### src/rtl/cp_seq_pkg.sv
// Shared types for the charge pump sequencer.
// Assumes: one phase index of two bits; switch groups are one-hot-or-zero.
package cp_seq_pkg;

    typedef enum logic [1:0] {
        PH_NEG_CHG = 2'd0,
        PH_NEG_XFR = 2'd1,
        PH_POS_CHG = 2'd2,
        PH_POS_XFR = 2'd3
    } cp_phase_e;

    typedef enum logic [1:0] {
        ST_IDLE  = 2'd0,
        ST_GAP   = 2'd1,
        ST_DRIVE = 2'd2
    } cp_state_e;

    // One field per capacitor terminal, each a one-hot-or-zero switch group.
    typedef struct packed {
        logic [1:0] a_top;   // [0] supply, [1] ground
        logic [1:0] a_bot;   // [0] ground, [1] link to B bottom
        logic [2:0] b_top;   // [0] supply, [1] ground, [2] positive store
        logic [1:0] b_bot;   // [0] ground, [1] negative store
    } cp_sw_t;

    localparam cp_sw_t SW_OPEN = '0;

endpackage

### src/rtl/cp_cmp_sync.sv
// Multi-flop synchroniser for the asynchronous rail comparators.
// Assumes: inputs are quasi-static relative to a phase; STAGES >= 1.
module cp_cmp_sync #(
    parameter int W      = 2,
    parameter int STAGES = 2
) (
    input  logic         clk,
    input  logic         rst_n,
    input  logic [W-1:0] d_async,
    output logic [W-1:0] q_sync
);
    logic [W-1:0] pipe [STAGES];

    // Shift the raw comparator values through the flop chain.
    always_ff @(posedge clk) begin
        if (!rst_n) begin
            for (int i = 0; i < STAGES; i++) pipe[i] <= '0;
        end else begin
            pipe[0] <= d_async;
            for (int i = 1; i < STAGES; i++) pipe[i] <= pipe[i-1];
        end
    end

    assign q_sync = pipe[STAGES-1];

endmodule

### src/rtl/cp_phase_fsm.sv
// Phase sequencer: idle / dead gap / drive, with the four-phase index.
// Assumes: demand is already synchronised; ACTIVE_CYC >= 1, DEAD_CYC >= 1.
// Demand is consulted only while idle and on the last clock of a drive phase.
module cp_phase_fsm
    import cp_seq_pkg::*;
#(
    parameter int ACTIVE_CYC = 230,
    parameter int DEAD_CYC   = 20
) (
    input  logic      clk,
    input  logic      rst_n,
    input  logic      run_en,
    input  logic      demand,
    output cp_state_e state_o,
    output cp_phase_e phase_o
);
    localparam int MAXC  = (ACTIVE_CYC > DEAD_CYC) ? ACTIVE_CYC : DEAD_CYC;
    localparam int CNT_W = $clog2(MAXC + 1);

    cp_state_e        state;
    cp_phase_e        phase;
    logic [CNT_W-1:0] cnt;
    logic             last_clk;

    assign last_clk = (cnt == '0);

    // Advance state, phase index and window counter.
    always_ff @(posedge clk) begin
        if (!rst_n) begin
            state <= ST_IDLE;
            phase <= PH_NEG_CHG;
            cnt   <= '0;
        end else if (!run_en) begin
            state <= ST_IDLE;
            phase <= PH_NEG_CHG;
            cnt   <= '0;
        end else begin
            case (state)
                ST_IDLE: begin
                    if (demand) begin
                        state <= ST_GAP;
                        phase <= PH_NEG_CHG;
                        cnt   <= CNT_W'(DEAD_CYC - 1);
                    end
                end
                ST_GAP: begin
                    if (last_clk) begin
                        state <= ST_DRIVE;
                        cnt   <= CNT_W'(ACTIVE_CYC - 1);
                    end else begin
                        cnt <= cnt - 1'b1;
                    end
                end
                ST_DRIVE: begin
                    if (last_clk) begin
                        if (demand) begin
                            state <= ST_GAP;
                            phase <= cp_phase_e'(phase + 2'd1);
                            cnt   <= CNT_W'(DEAD_CYC - 1);
                        end else begin
                            state <= ST_IDLE;
                            phase <= PH_NEG_CHG;
                        end
                    end else begin
                        cnt <= cnt - 1'b1;
                    end
                end
                default: begin
                    state <= ST_IDLE;
                    phase <= PH_NEG_CHG;
                    cnt   <= '0;
                end
            endcase
        end
    end

    assign state_o = state;
    assign phase_o = phase;

    // a completed phase with demand leads to the next index, wrapping 3 -> 0.
    p_phase_order_r1: assert property (@(posedge clk) disable iff (!rst_n)
        (run_en && state == ST_DRIVE && last_clk && demand)
        |=> (state == ST_GAP && phase == cp_phase_e'($past(phase) + 2'd1)));

    // a completed phase without demand parks idle, ready at phase 0.
    p_stop_parks_r7: assert property (@(posedge clk) disable iff (!rst_n)
        (state == ST_DRIVE && last_clk && !demand)
        |=> (state == ST_IDLE && phase == PH_NEG_CHG));

    // demand changes inside a drive window do not disturb it.
    p_window_holds_r8: assert property (@(posedge clk) disable iff (!rst_n)
        (run_en && state == ST_DRIVE && !last_clk) |=> (state == ST_DRIVE && $stable(phase)));

endmodule

### src/rtl/cp_switch_decode.sv
// Maps sequencer state and phase onto per-terminal switch controls.
// Assumes: outputs are zero outside the drive state (gap, idle, shutdown).
module cp_switch_decode
    import cp_seq_pkg::*;
(
    input  cp_state_e state,
    input  cp_phase_e phase,
    output cp_sw_t    sw
);
    // Select the switch pattern for the current phase.
    always_comb begin
        sw = SW_OPEN;
        if (state == ST_DRIVE) begin
            case (phase)
                PH_NEG_CHG, PH_POS_CHG: begin
                    sw.a_top = 2'b10;
                    sw.a_bot = 2'b10;
                    sw.b_top = 3'b001;
                    sw.b_bot = 2'b00;
                end
                PH_NEG_XFR: begin
                    sw.a_top = 2'b01;
                    sw.a_bot = 2'b01;
                    sw.b_top = 3'b010;
                    sw.b_bot = 2'b10;
                end
                PH_POS_XFR: begin
                    sw.a_top = 2'b01;
                    sw.a_bot = 2'b01;
                    sw.b_top = 3'b100;
                    sw.b_bot = 2'b01;
                end
                default: sw = SW_OPEN;
            endcase
        end
    end

endmodule

### src/rtl/cp_phase_seq.sv
// Top of the four-phase charge pump sequencer.
// Synchronises the rail comparators, runs the phase FSM and decodes switches.
// Assumes: run_en is synchronous to clk; comparator inputs may be asynchronous.
module cp_phase_seq
    import cp_seq_pkg::*;
#(
    parameter int ACTIVE_CYC  = 230,
    parameter int DEAD_CYC    = 20,
    parameter int SYNC_STAGES = 2
) (
    input  logic       clk,
    input  logic       rst_n,
    input  logic       run_en,
    input  logic       neg_short,
    input  logic       pos_short,
    output logic [1:0] capa_top,
    output logic [1:0] capa_bot,
    output logic [2:0] capb_top,
    output logic [1:0] capb_bot
);
    localparam int MAXC  = (ACTIVE_CYC > DEAD_CYC) ? ACTIVE_CYC : DEAD_CYC;
    localparam int CNT_W = $clog2(MAXC + 1);

    logic [1:0] short_s;
    logic       demand;
    cp_state_e  state;
    cp_phase_e  phase;
    cp_sw_t     sw;

    cp_cmp_sync #(.W(2), .STAGES(SYNC_STAGES)) u_sync (
        .clk     (clk),
        .rst_n   (rst_n),
        .d_async ({pos_short, neg_short}),
        .q_sync  (short_s)
    );

    // either rail falling short is enough to pump.
    assign demand = |short_s;

    cp_phase_fsm #(.ACTIVE_CYC(ACTIVE_CYC), .DEAD_CYC(DEAD_CYC)) u_fsm (
        .clk     (clk),
        .rst_n   (rst_n),
        .run_en  (run_en),
        .demand  (demand),
        .state_o (state),
        .phase_o (phase)
    );

    cp_switch_decode u_dec (
        .state (state),
        .phase (phase),
        .sw    (sw)
    );

    assign capa_top = sw.a_top;
    assign capa_bot = sw.a_bot;
    assign capb_top = sw.b_top;
    assign capb_bot = sw.b_bot;

    // ---- observation registers for the port-level checks ----
    logic             any_on, any_on_q, run_en_q;
    cp_sw_t           sw_q;
    logic [CNT_W-1:0] open_run, hold_run;

    assign any_on = (sw != SW_OPEN);

    // Record last cycle's pattern and the run-enable seen at the last edge.
    always_ff @(posedge clk) begin
        if (!rst_n) begin
            any_on_q <= 1'b0;
            sw_q     <= SW_OPEN;
            run_en_q <= 1'b0;
        end else begin
            any_on_q <= any_on;
            sw_q     <= sw;
            run_en_q <= run_en;
        end
    end

    // Count all-open cycles, saturating at the dead time.
    always_ff @(posedge clk) begin
        if (!rst_n)                      open_run <= '0;
        else if (any_on)                 open_run <= '0;
        else if (open_run != CNT_W'(DEAD_CYC)) open_run <= open_run + 1'b1;
    end

    // Count cycles one non-zero pattern has been held.
    always_ff @(posedge clk) begin
        if (!rst_n)                     hold_run <= '0;
        else if (!any_on)               hold_run <= '0;
        else if (sw == sw_q)            hold_run <= hold_run + 1'b1;
        else                            hold_run <= CNT_W'(1);
    end

    // every terminal closes at most one switch.
    p_onehot_terminals_r2: assert property (@(posedge clk) disable iff (!rst_n)
        $onehot0(capa_top) && $onehot0(capa_bot) && $onehot0(capb_top) && $onehot0(capb_bot));

    // no direct change from one closed pattern to another.
    p_break_before_make_r5: assert property (@(posedge clk) disable iff (!rst_n)
        (any_on && any_on_q) |-> (sw == sw_q));

    // a full dead gap precedes every phase.
    p_dead_gap_r5: assert property (@(posedge clk) disable iff (!rst_n)
        (any_on && !any_on_q) |-> (open_run == CNT_W'(DEAD_CYC)));

    // a phase ended without shutdown lasted exactly ACTIVE_CYC clocks.
    p_phase_len_r6: assert property (@(posedge clk) disable iff (!rst_n)
        (!any_on && any_on_q && run_en_q) |-> (hold_run == CNT_W'(ACTIVE_CYC)));

    // shutdown at an edge leaves every switch open after it.
    p_shutdown_open_r9: assert property (@(posedge clk) disable iff (!rst_n)
        !run_en_q |-> !any_on);

endmodule

### config.mk
export PLATFORM = sky130hd
export DESIGN_NAME = cp_phase_seq
export DESIGN_NICKNAME = d
export VERILOG_FILES = /design/src/rtl/cp_seq_pkg.sv /design/src/rtl/cp_cmp_sync.sv /design/src/rtl/cp_phase_fsm.sv /design/src/rtl/cp_switch_decode.sv /design/src/rtl/cp_phase_seq.sv
export SDC_FILE = /design/constraint.sdc
export NUM_CORES = 1
export LEC_CHECK = 0
export BUFFER_PORTS_ARGS = -buffer_cell sky130_fd_sc_hd__buf_2
export CORE_MARGIN = 4
export CORE_UTILIZATION = 55
export DETAILED_ROUTE_END_ITERATION = 7
export PLACE_DENSITY = 0.89
export SLEW_MARGIN = 15
export SYNTH_ARGS = -nofsm -noshare
export SYNTH_HDL_FRONTEND = slang
export SYNTH_HIERARCHICAL = 1
export SYNTH_SLANG_ARGS = --single-unit
### constraint.sdc
create_clock -name clk -period 1.9 [get_ports clk]
set_input_delay 0.19 -clock clk [delete_from_list [all_inputs] [get_ports clk]]
set_output_delay 0.19 -clock clk [all_outputs]
set_load 0.02 [all_outputs]
==> results of run 1 <==
[path summary, 6_finish.rpt]
check	start	end	depth (start not counted)
max	u_fsm/cnt[0]	u_fsm/cnt[0]	6
min	pos_short	u_sync/pipe[0][1]	2
max reg2reg	u_fsm/cnt[0]	u_fsm/cnt[0]	6
min reg2reg	u_sync/pipe[0][1]	u_sync/pipe[0][3]	1
[what timing repair did]
action,4_1_cts,5_1_grt
endpoints found under the setup margin,0,4
buffers inserted,0,1
resized for setup,0,3
[per-stage QoR]
stage / setup slack (ns) / area, um^2 / power, W
6_report: 0.0767 / 1130 / 0.000785
4_1_cts: 0.0105 / 1100 / 0.000772
2_1_floorplan: 0.304 / 1030 / 0.000504
3_3_place_gp: 0.214 / 1060 / 0.000526
5_1_grt: -0.0181 / 1130 / 0.000820
3_5_place_dp: 0.0659 / 1060 / 0.000535
[layout make-up]
| cell class | instances | share of cell area |
|---|---|---|
| multi-input combinational | 86 | 0.551 |
| sequential | 16 | 0.284 |
| timing repair buffer | 18 | 0.0909 |
| clock buffer | 4 | 0.0322 |
| tap | 25 | 0.0277 |
| inverter | 4 | 0.0144 |
[state kept, by name (all words and copies together), names as in the netlist]
signal and count:
u_fsm/cnt 8, u_sync/pipe 4, u_fsm/phase_o 2, u_fsm/state_o 2
[placed cells by master, fill, tap and decap left out, types with 3 or more instances in the layout]
cell,Yosys,routed
dfxtp_1,16,16
buf_2,1,13
a21oi_1,9,9
nor2b_1,6,6
nand2_1,6,6
nor2_1,5,5
nand3_1,5,5
buf_4,7,5
nor3_1,4,4
o21ai_1,4,4
and2_1,5,4
clkbuf_4,0,3
xor2_1,3,3
o211ai_1,3,3
[logic make-up (layout without fill, tap and decap cells)]
kind of cell / count (synthesis) / count (layout) / synth area share
AO/OA/AOI/OAI: 33 / 33 / 0.236
XOR/XNOR: 3 / 3 / 0.0255
adder cells (fa/ha/maj): 2 / 2 / 0.0243
buffers and inverters: 17 / 26 / 0.104
flip-flops: 16 / 16 / 0.311
multiplexers: 1 / 1 / 0.00972
AND/OR/NAND/NOR: 47 / 47 / 0.289
[routing by layer]
| metal | global-route usage | vias up |
|---|---|---|
| met5 | 0 | - |
| met4 | 0.131 | 0 |
| met3 | 0.0437 | 7 |
| met2 | 0.307 | 67 |
| met1 | 0.251 | 463 |
| li1 | - | 448 |
[worst max-delay path, cell delays in order (launching register included)]
cell       delay (ns)
dfxtp_1          0.38
inv_2            0.12
ha_1             0.18
nor3b_4          0.28
nand2_2          0.18
a2111oi_4        0.44
a2111oi_2        0.08
[power breakdown]
| part | switching, W | total, W | internal [W] |
|---|---|---|---|
| Sequential | 0.0000155 | 0.000362 | 0.000347 |
| Clock | 0.000118 | 0.000235 | 0.000117 |
| Combinational | 0.000107 | 0.000187 | 0.0000804 |
==> results.py, run 1 <==
metrics = {
    "synthesis": {
        "syn_inst": 119,
        "synth_fp_nets": 126,
        "syn_area_mm2": 0.00103,
        "synth_top_cell_by_area": "dfxtp_1",
        "ys_types": 45,
        "yosysMostFrequentCell": "dfxtp_1",
        "ys_seq_elements": 16,
        "yosysWarningCount": 6,
        "synth_area_leaders": "dfxtp_1 31%, buf_4 5.1%, a21oi_1 4.4%",
        "yosysSeqAreaShare": 0.311,
        "yosysTopAreaCellShare": 0.311,
        "async_flop_share": 0,
        "synth_common_cells": "16 x dfxtp_1, 9 x a21oi_1, 7 x buf_4",
        "avgSynthCellArea_um2": 8.65,
        "synth_enable_flop_cells": 0,
        "synth_flop_cell": "dfxtp_1",
    },
    "power": {
        "ir_drop_mv": 0.498,
        "powerDensity_mw_per_mm2": 695,
        "leakagePower_nw": 0.462,
    },
    "clocking": {
        "numCtsBuffers": 3,
        "clockBufferDepth": 2,
        "h-tree-depth": 1,
        "clock_latency_ns": 0.30,
        "clock_sinks": 16,
        "root_buffer": "clkbuf_4",
        "cts_tree": "done",
        "clk_pin_slew_ns": 0.10,
        "cts_hold_buffers": 0,
    },
    "timing": {
        "fmax_mhz": 548,
        "finalHoldViolations": 0,
        "timing.final.crit_share": 0.960,
        "finalClockSkew_ns": 0.00760,
        "post-route-min-period_ns": 1.82,
        "final-setup-viol-count": 0,
        "worstMarginPinSlew_ns": 0.701,
        "tns_ns": 0,
        "worst_hold_slack_ns": 0.0969,
        "drv_slew": 0,
        "relSlewSlack": 0.532,
    },
    "routing": {
        "wl_per_cell_um": 15.9,
        "wl_met2_mm": 1.20,
        "route.top_layer_used": "met4",
        "routed_via_density": 6.44,
        "wl_met3_um": 235,
        "dr.pass1.iters": 4,
        "first_iter_violations": 64,
        "antenna_left": 0,
        "drc": 0,
        "met1_length_um": 944,
        "finalWirelength_mm": 2.43,
        "vias": 985,
    },
    "place": {
        "io_buffers": 13,
        "placed_cells": 148,
        "gp_congestion": 0.861,
        "dpl.hpwl_mm": 1.66,
    },
    "cells_and_area": {
        "syn2layout_area_growth_pct": 9.60,
        "n_fill_cell": 150,
        "fin_cells": 153,
        "ff_latch_area_um2": 320,
        "diodes": 0,
        "multiInputGateArea_um2": 622,
        "drive_above_1_share": 0.273,
        "utilization": 0.647,
        "fin_nets": 136,
    },
    "setup_path": {
        "cp.required_ns": 2.06,
        "cp-start-kind": "register",
        "reg2reg_slack_ns": 0.08,
        "end_kind": "register",
        "arrival_ns": 1.98,
        "setup.worst_path.class": "reg2reg",
        "critical_path.max_fanout": 6,
    },
    "global_routing": {
        "grt-ovfl-total": 0,
        "track_usage": 0.200,
        "antenna_found_initial": 0,
        "grt_max_degree": 20,
        "first_global_vias": 892,
        "grt_pass1_wl_mm": 3.92,
    },
    "run": {
        "cap_violations": 0,
    },
    "hold_path": {
        "hold_class": "in2reg",
    },
    "floorplan": {
        "core-area_mm2": 0.00175,
        "die_x_um": 51.3,
        "start_util": 0.590,
        "die_area_mm2": 0.00263,
        "die_y_um": 51.3,
        "rows": 15,
        "io_pins": 14,
    },
    "status": {
        "status": "completed",
    },
}
No activity file was read; power rests on OpenSTA's default activity.
==> run 2, diff against run 1 <==
ABC_AREA = 1   (was default)
BUFFER_PORTS_ARGS = -buffer_cell sky130_fd_sc_hd__buf_4   (was -buffer_cell sky130_fd_sc_hd__buf_2)
SYNTH_HIERARCHICAL = default   (was 1)
==> results.py, run 2 <==
metrics = {
    "status": {
        "status": "completed",
    },
    "timing": {
        "grt_setup_unrepaired": "false",
        "relSlewSlack": 0.739,
        "final-setup-viol-count": 0,
        "worstMarginPinSlew_ns": 0.388,
        "drv_slew": 0,
        "fmax_mhz": 567,
        "post-route-min-period_ns": 1.76,
        "timing.final.crit_share": 0.928,
        "tns_ns": 0,
        "worst_hold_slack_ns": 0.0654,
        "finalHoldViolations": 0,
        "finalClockSkew_ns": 0.00242,
    },
    "global_routing": {
        "grt_pass1_wl_mm": 3.62,
        "gr-usage-met1": 0.215,
        "first_global_vias": 873,
        "antenna_found_initial": 0,
        "track_usage": 0.189,
        "grt_busiest_layer": "met2",
        "use_met3": 0.0475,
        "grt-ovfl-total": 0,
        "grt_max_degree": 10,
        "met2_usage": 0.317,
    },
    "cells_and_area": {
        "mostFrequentLayoutCell": "nand2_1",
        "largest_reg_flops": 8,
        "syn2layout_area_growth_pct": 12.8,
        "reg_top3": "u_fsm.cnt x8, u_sync.pipe x4",
        "mostFrequentLayoutCells": "39 x nand2_1, 28 x inv_1, 18 x nor2_1",
        "drive_above_1_share": 0.189,
        "fin_nets": 179,
        "diodes": 0,
        "largest-register": "u_fsm.cnt",
        "n_fill_cell": 164,
    },
    "routing": {
        "routed_via_density": 5.00,
        "antenna_left": 0,
        "vias": 970,
        "finalWirelength_mm": 2.10,
        "dr.pass1.iters": 4,
        "first_iter_violations": 34,
        "wl_per_cell_um": 10.8,
        "drc": 0,
    },
    "setup_path": {
        "cp-start-kind": "register",
        "end_kind": "primary output",
        "arrival_ns": 1.57,
        "path_delay_family": "simple AND/OR/NAND/NOR gates",
        "slowest_stage": "dfxtp_1",
        "setup.worst_path.class": "reg2out",
        "path_buf_inv": 3,
        "slowest_delay_ns": 0.41,
        "cp.required_ns": 1.71,
        "critical_path.max_fanout": 6,
        "worst_path_most_repeated_cell": "inv_1",
        "cp_cell_sequence": "inv_1, nor2_4, inv_1, nor3_1, buf_4",
    },
    "hold_path": {
        "hold_class": "in2reg",
    },
    "clocking": {
        "cts_tree": "done",
        "root_buffer": "clkbuf_4",
        "cts_setup_buffers": 0,
        "clock_latency_ns": 0.30,
        "clock_sinks": 16,
        "numCtsBuffers": 3,
        "cts_hold_buffers": 0,
        "h-tree-depth": 1,
        "clk_pin_slew_ns": 0.10,
        "clockBufferDepth": 2,
        "post_cts_resized": 0,
    },
    "synthesis": {
        "synthMuxAreaShare": 0,
        "synth_top_cell_by_area": "dfxtp_1",
        "synth_enable_flop_cells": 0,
        "synth_xor_area_frac": 0,
        "yosysTopAreaCellShare": 0.321,
        "yosysSeqAreaShare": 0.321,
        "syn_inst": 157,
        "async_flop_share": 0,
        "synthAdderAreaFrac": 0.0502,
        "syn_area_um2": 997,
        "synth-simple-area-share": 0.386,
        "synth_common_cells": "39 x nand2_1, 28 x inv_1, 18 x nor2_1",
        "synth_area_leaders": "dfxtp_1 32%, nand2_1 15%, inv_1 11%",
        "ys_seq_elements": 16,
        "ys_types": 18,
        "yosysWarningCount": 0,
        "synth-compound-area-share": 0.0878,
        "synth_fp_nets": 166,
        "yosysMostFrequentCell": "nand2_1",
        "avgSynthCellArea_um2": 6.35,
        "synth_top_family_by_area": "simple AND/OR/NAND/NOR gates",
        "synth_flop_cell": "dfxtp_1",
    },
    "place": {
        "dpl.hpwl_mm": 1.63,
        "io_buffers": 13,
        "gp_congestion": 0.869,
    },
    "floorplan": {
        "rows": 15,
        "start_util": 0.578,
        "io_pins": 14,
        "core-area_mm2": 0.00173,
        "die_area_mm2": 0.00256,
        "die_x_um": 50.6,
        "die_y_um": 50.6,
    },
    "power": {
        "comb_power_share": 0.182,
        "p_sw_frac": 0.293,
        "p_sw_w": 0.000211,
        "power.internal_w": 0.000509,
        "leakagePower_nw": 0.598,
        "ir_drop_mv": 0.626,
        "seqPwrFrac": 0.493,
        "clockPowerShare": 0.325,
        "powerDensity_mw_per_mm2": 640,
        "total_power_w": 0.000720,
    },
    "run": {
        "cap_violations": 0,
    },
}
## run 2: cell types whose count changed after synthesis, sizes merged, moves of 3 or more
cell and delta:
buf -5, nand2 +37, nor3b -3, nand3 +6
xor2 -3, clkbuf -3, inv +28, and2 -5
o211ai -3, nor2 +19, nor2b -6
## run 2: routing by layer
layer / up-vias / share of wire
li1: 503 / -
met4: 0 / 0.031
met2: 35 / 0.49
met3: 10 / 0.063
met1: 422 / 0.41
met5: - / 0
## run 2: path summary, 6_finish.rpt
check,depth (start not counted),slack [ns],from,end
worst max-delay path,5,0.14,u_fsm.state_o[1],capa_bot[1]
worst min-delay path,3,0.07,neg_short,u_sync.pipe[0][0]
worst max register to register,9,0.39,u_fsm.cnt[0],u_fsm.cnt[2]
worst min register to register,2,0.42,u_sync.pipe[0][0],u_sync.pipe[0][2]
## run 2: area by class of cell
type	instances	area, um^2	area share
clock buffers	4	36.3	0.0323
repair buffers	13	97.6	0.0868
well taps	25	31.3	0.0278
multi-input cells	105	523	0.465
flip-flops and latches	16	320	0.285
inverters	31	116	0.103
## run 2: worst min-delay path, delay by kind of cell
family	cells	cell delay (ns)
AND/OR/NAND/NOR	1	0.04
buffers and inverters	2	0.11
## run 2: cells by family (layout without fill, tap and decap cells)
kind of cell,Yosys count,after routing
AO/OA/AOI/OAI,17,17
adder cells (fa/ha/maj),4,4
buffers and inverters,36,48
flip-flops,16,16
AND/OR/NAND/NOR,84,84
## run 2: power by group through the flow
stage | registers [W] | clock network (W) | logic (W)
global route | 0.000357 | 0.000262 | 0.000148
global placement | 0.000362 | 0 | 0.000124
CTS | 0.000355 | 0.000239 | 0.000130
detailed placement | 0.000363 | 0 | 0.000128
finish | 0.000355 | 0.000234 | 0.000131
floorplan | 0.000361 | 0 | 0.0000994
## run 2: metrics by stage
step	util	area [um^2]	worst slack, ns	std cells
2_1_floorplan	-	997	0.209	157
3_3_place_gp	0.630	1090	0.525	190
3_5_place_dp	0.630	1090	0.439	190
4_1_cts	0.651	1120	0.142	194
5_1_grt	0.651	1120	0.0526	194
6_report	0.651	1120	0.136	194
==> run 3, diff against run 2 <==
CORE_UTILIZATION = 58   (was 55)
CTS_BUF_LIST = sky130_fd_sc_hd__clkbuf_8   (was default)
PLACE_DENSITY = 0.93   (was 0.89)
==> results.py, run 3 (synthesis gave the netlist of run 2 again) <==
metrics = {
    "place": {
        "dpl.hpwl_mm": 1.78,
        "gp_congestion": 0.954,
        "dp_worst_setup_slack_ns": 0.427,
        "io_buffers": 13,
    },
    "timing": {
        "tns_ns": 0,
        "worstMarginPinSlew_ns": 0.413,
        "final-setup-viol-count": 0,
        "drv_slew": 0,
        "finalHoldViolations": 0,
        "worst_hold_slack_ns": 0.112,
        "worst_slack_ns": 0.193,
        "post-route-min-period_ns": 1.71,
        "fmax_mhz": 586,
        "grt_setup_unrepaired": "false",
        "timing.final.crit_share": 0.898,
        "relSlewSlack": 0.721,
        "finalClockSkew_ns": 0.00313,
    },
    "global_routing": {
        "grt-ovfl-total": 0,
        "antenna_found_initial": 0,
        "grt_max_degree": 10,
        "track_usage": 0.213,
        "first_global_vias": 991,
        "grt_pass1_wl_mm": 4.04,
    },
    "power": {
        "total_power_w": 0.000800,
        "powerDensity_mw_per_mm2": 707,
        "leakagePower_nw": 0.606,
        "comb_power_share": 0.167,
        "seqPwrFrac": 0.444,
        "p_sw_frac": 0.279,
        "ir_drop_mv": 0.577,
        "power.internal_w": 0.000577,
        "clockPowerShare": 0.389,
        "p_sw_w": 0.000223,
    },
    "setup_path": {
        "worst_path_most_repeated_cell": "inv_1",
        "cp.required_ns": 1.71,
        "setup.worst_path.class": "reg2out",
        "cp-start-kind": "register",
        "critical_path.max_fanout": 6,
        "arrival_ns": 1.52,
        "slowest_stage": "dfxtp_1",
        "cp_cell_sequence": "inv_1, nor2_4, inv_1, nor3_1, buf_4",
        "end_kind": "primary output",
        "slowest_delay_ns": 0.38,
    },
    "cells_and_area": {
        "multiInputGateArea_um2": 523,
        "largest-register": "u_fsm.cnt",
        "mostFrequentLayoutCell": "nand2_1",
        "diodes": 0,
        "mostFrequentLayoutCells": "39 x nand2_1, 28 x inv_1, 18 x nor2_1",
        "ff_latch_area_um2": 320,
        "n_fill_cell": 124,
        "fin_nets": 179,
        "reg_top3": "u_fsm.cnt x8, u_sync.pipe x4",
        "syn2layout_area_growth_pct": 13.6,
        "drive_above_1_share": 0.189,
        "largest_reg_flops": 8,
        "utilization": 0.726,
    },
    "clocking": {
        "clockBufferDepth": 2,
        "root_buffer": "clkbuf_8",
        "clock_latency_ns": 0.26,
        "clk_pin_slew_ns": 0.07,
        "clock_sinks": 16,
        "cts_setup_buffers": 0,
        "h-tree-depth": 1,
        "cts_hold_buffers": 0,
        "post_cts_resized": 0,
        "cts_tree": "done",
        "numCtsBuffers": 3,
    },
    "floorplan": {
        "core-area_mm2": 0.00156,
        "start_util": 0.640,
        "die_y_um": 49.5,
        "io_pins": 14,
        "die_area_mm2": 0.00245,
        "die_x_um": 49.5,
        "rows": 14,
    },
    "routing": {
        "wl_per_cell_um": 12.4,
        "finalWirelength_mm": 2.30,
        "vias": 1013,
        "first_iter_violations": 42,
        "drc": 0,
        "antenna_left": 0,
        "dr.pass1.iters": 5,
        "routed_via_density": 5.48,
    },
    "status": {
        "status": "completed",
    },
    "hold_path": {
        "hold_class": "in2reg",
    },
    "run": {
        "cap_violations": 0,
    },
}
[run 3: cell types whose count changed in the layout (fill, tap and decap cells not counted)]
cell / change
clkbuf_8: +3
clkbuf_4: -3
[run 3: cell type report]
cell class / instances / share of cell area
sequential: 16 / 0.283
multi-input combinational: 105 / 0.462
tap: 16 / 0.0177
inverter: 31 / 0.103
timing repair buffer: 13 / 0.0862
clock buffer: 4 / 0.0486
[run 3: per-layer routing]
| metal | wire length, um | GRT usage | up-vias |
|---|---|---|---|
| li1 | - | - | 502 |
| met1 | 963 | 0.231 | 448 |
| met2 | 1080 | 0.355 | 45 |
| met3 | 135 | 0.0572 | 18 |
| met4 | 124 | 0.152 | 0 |
| met5 | 0 | 0 | - |
[run 3: through the flow]
step,cell area [um^2],cells
after global routing,1130,185
after CTS,1130,185
after detailed placement,1080,181
after global placement,1080,181
after floorplan,997,157
final,1130,185
[run 3: worst paths after layout]
path                      from                end  slack [ns]  cells past startpoint
max           u_fsm.state_o[1]        capa_top[1]        0.19                      5
min                  neg_short  u_sync.pipe[0][0]        0.11                      3
max reg2reg       u_fsm.cnt[1]       u_fsm.cnt[2]        0.41                      9
min reg2reg  u_sync.pipe[0][0]  u_sync.pipe[0][2]        0.42                      2
[run 3: critical path: cells and delay by family, from the launching register on]
kind	cells	cell delay, ns
buffers and inverters	3	0.45
AND/OR/NAND/NOR	2	0.44
flip-flops	1	0.38
[run 3: power groups by stage]
stage          sequential (W)  combinational, W  clock [W]
2_1_floorplan        0.000361         0.0000994          0
3_3_place_gp         0.000362          0.000124          0
3_5_place_dp         0.000363          0.000130          0
4_1_cts              0.000355          0.000131   0.000314
5_1_grt              0.000356          0.000153   0.000332
6_report             0.000355          0.000134   0.000311
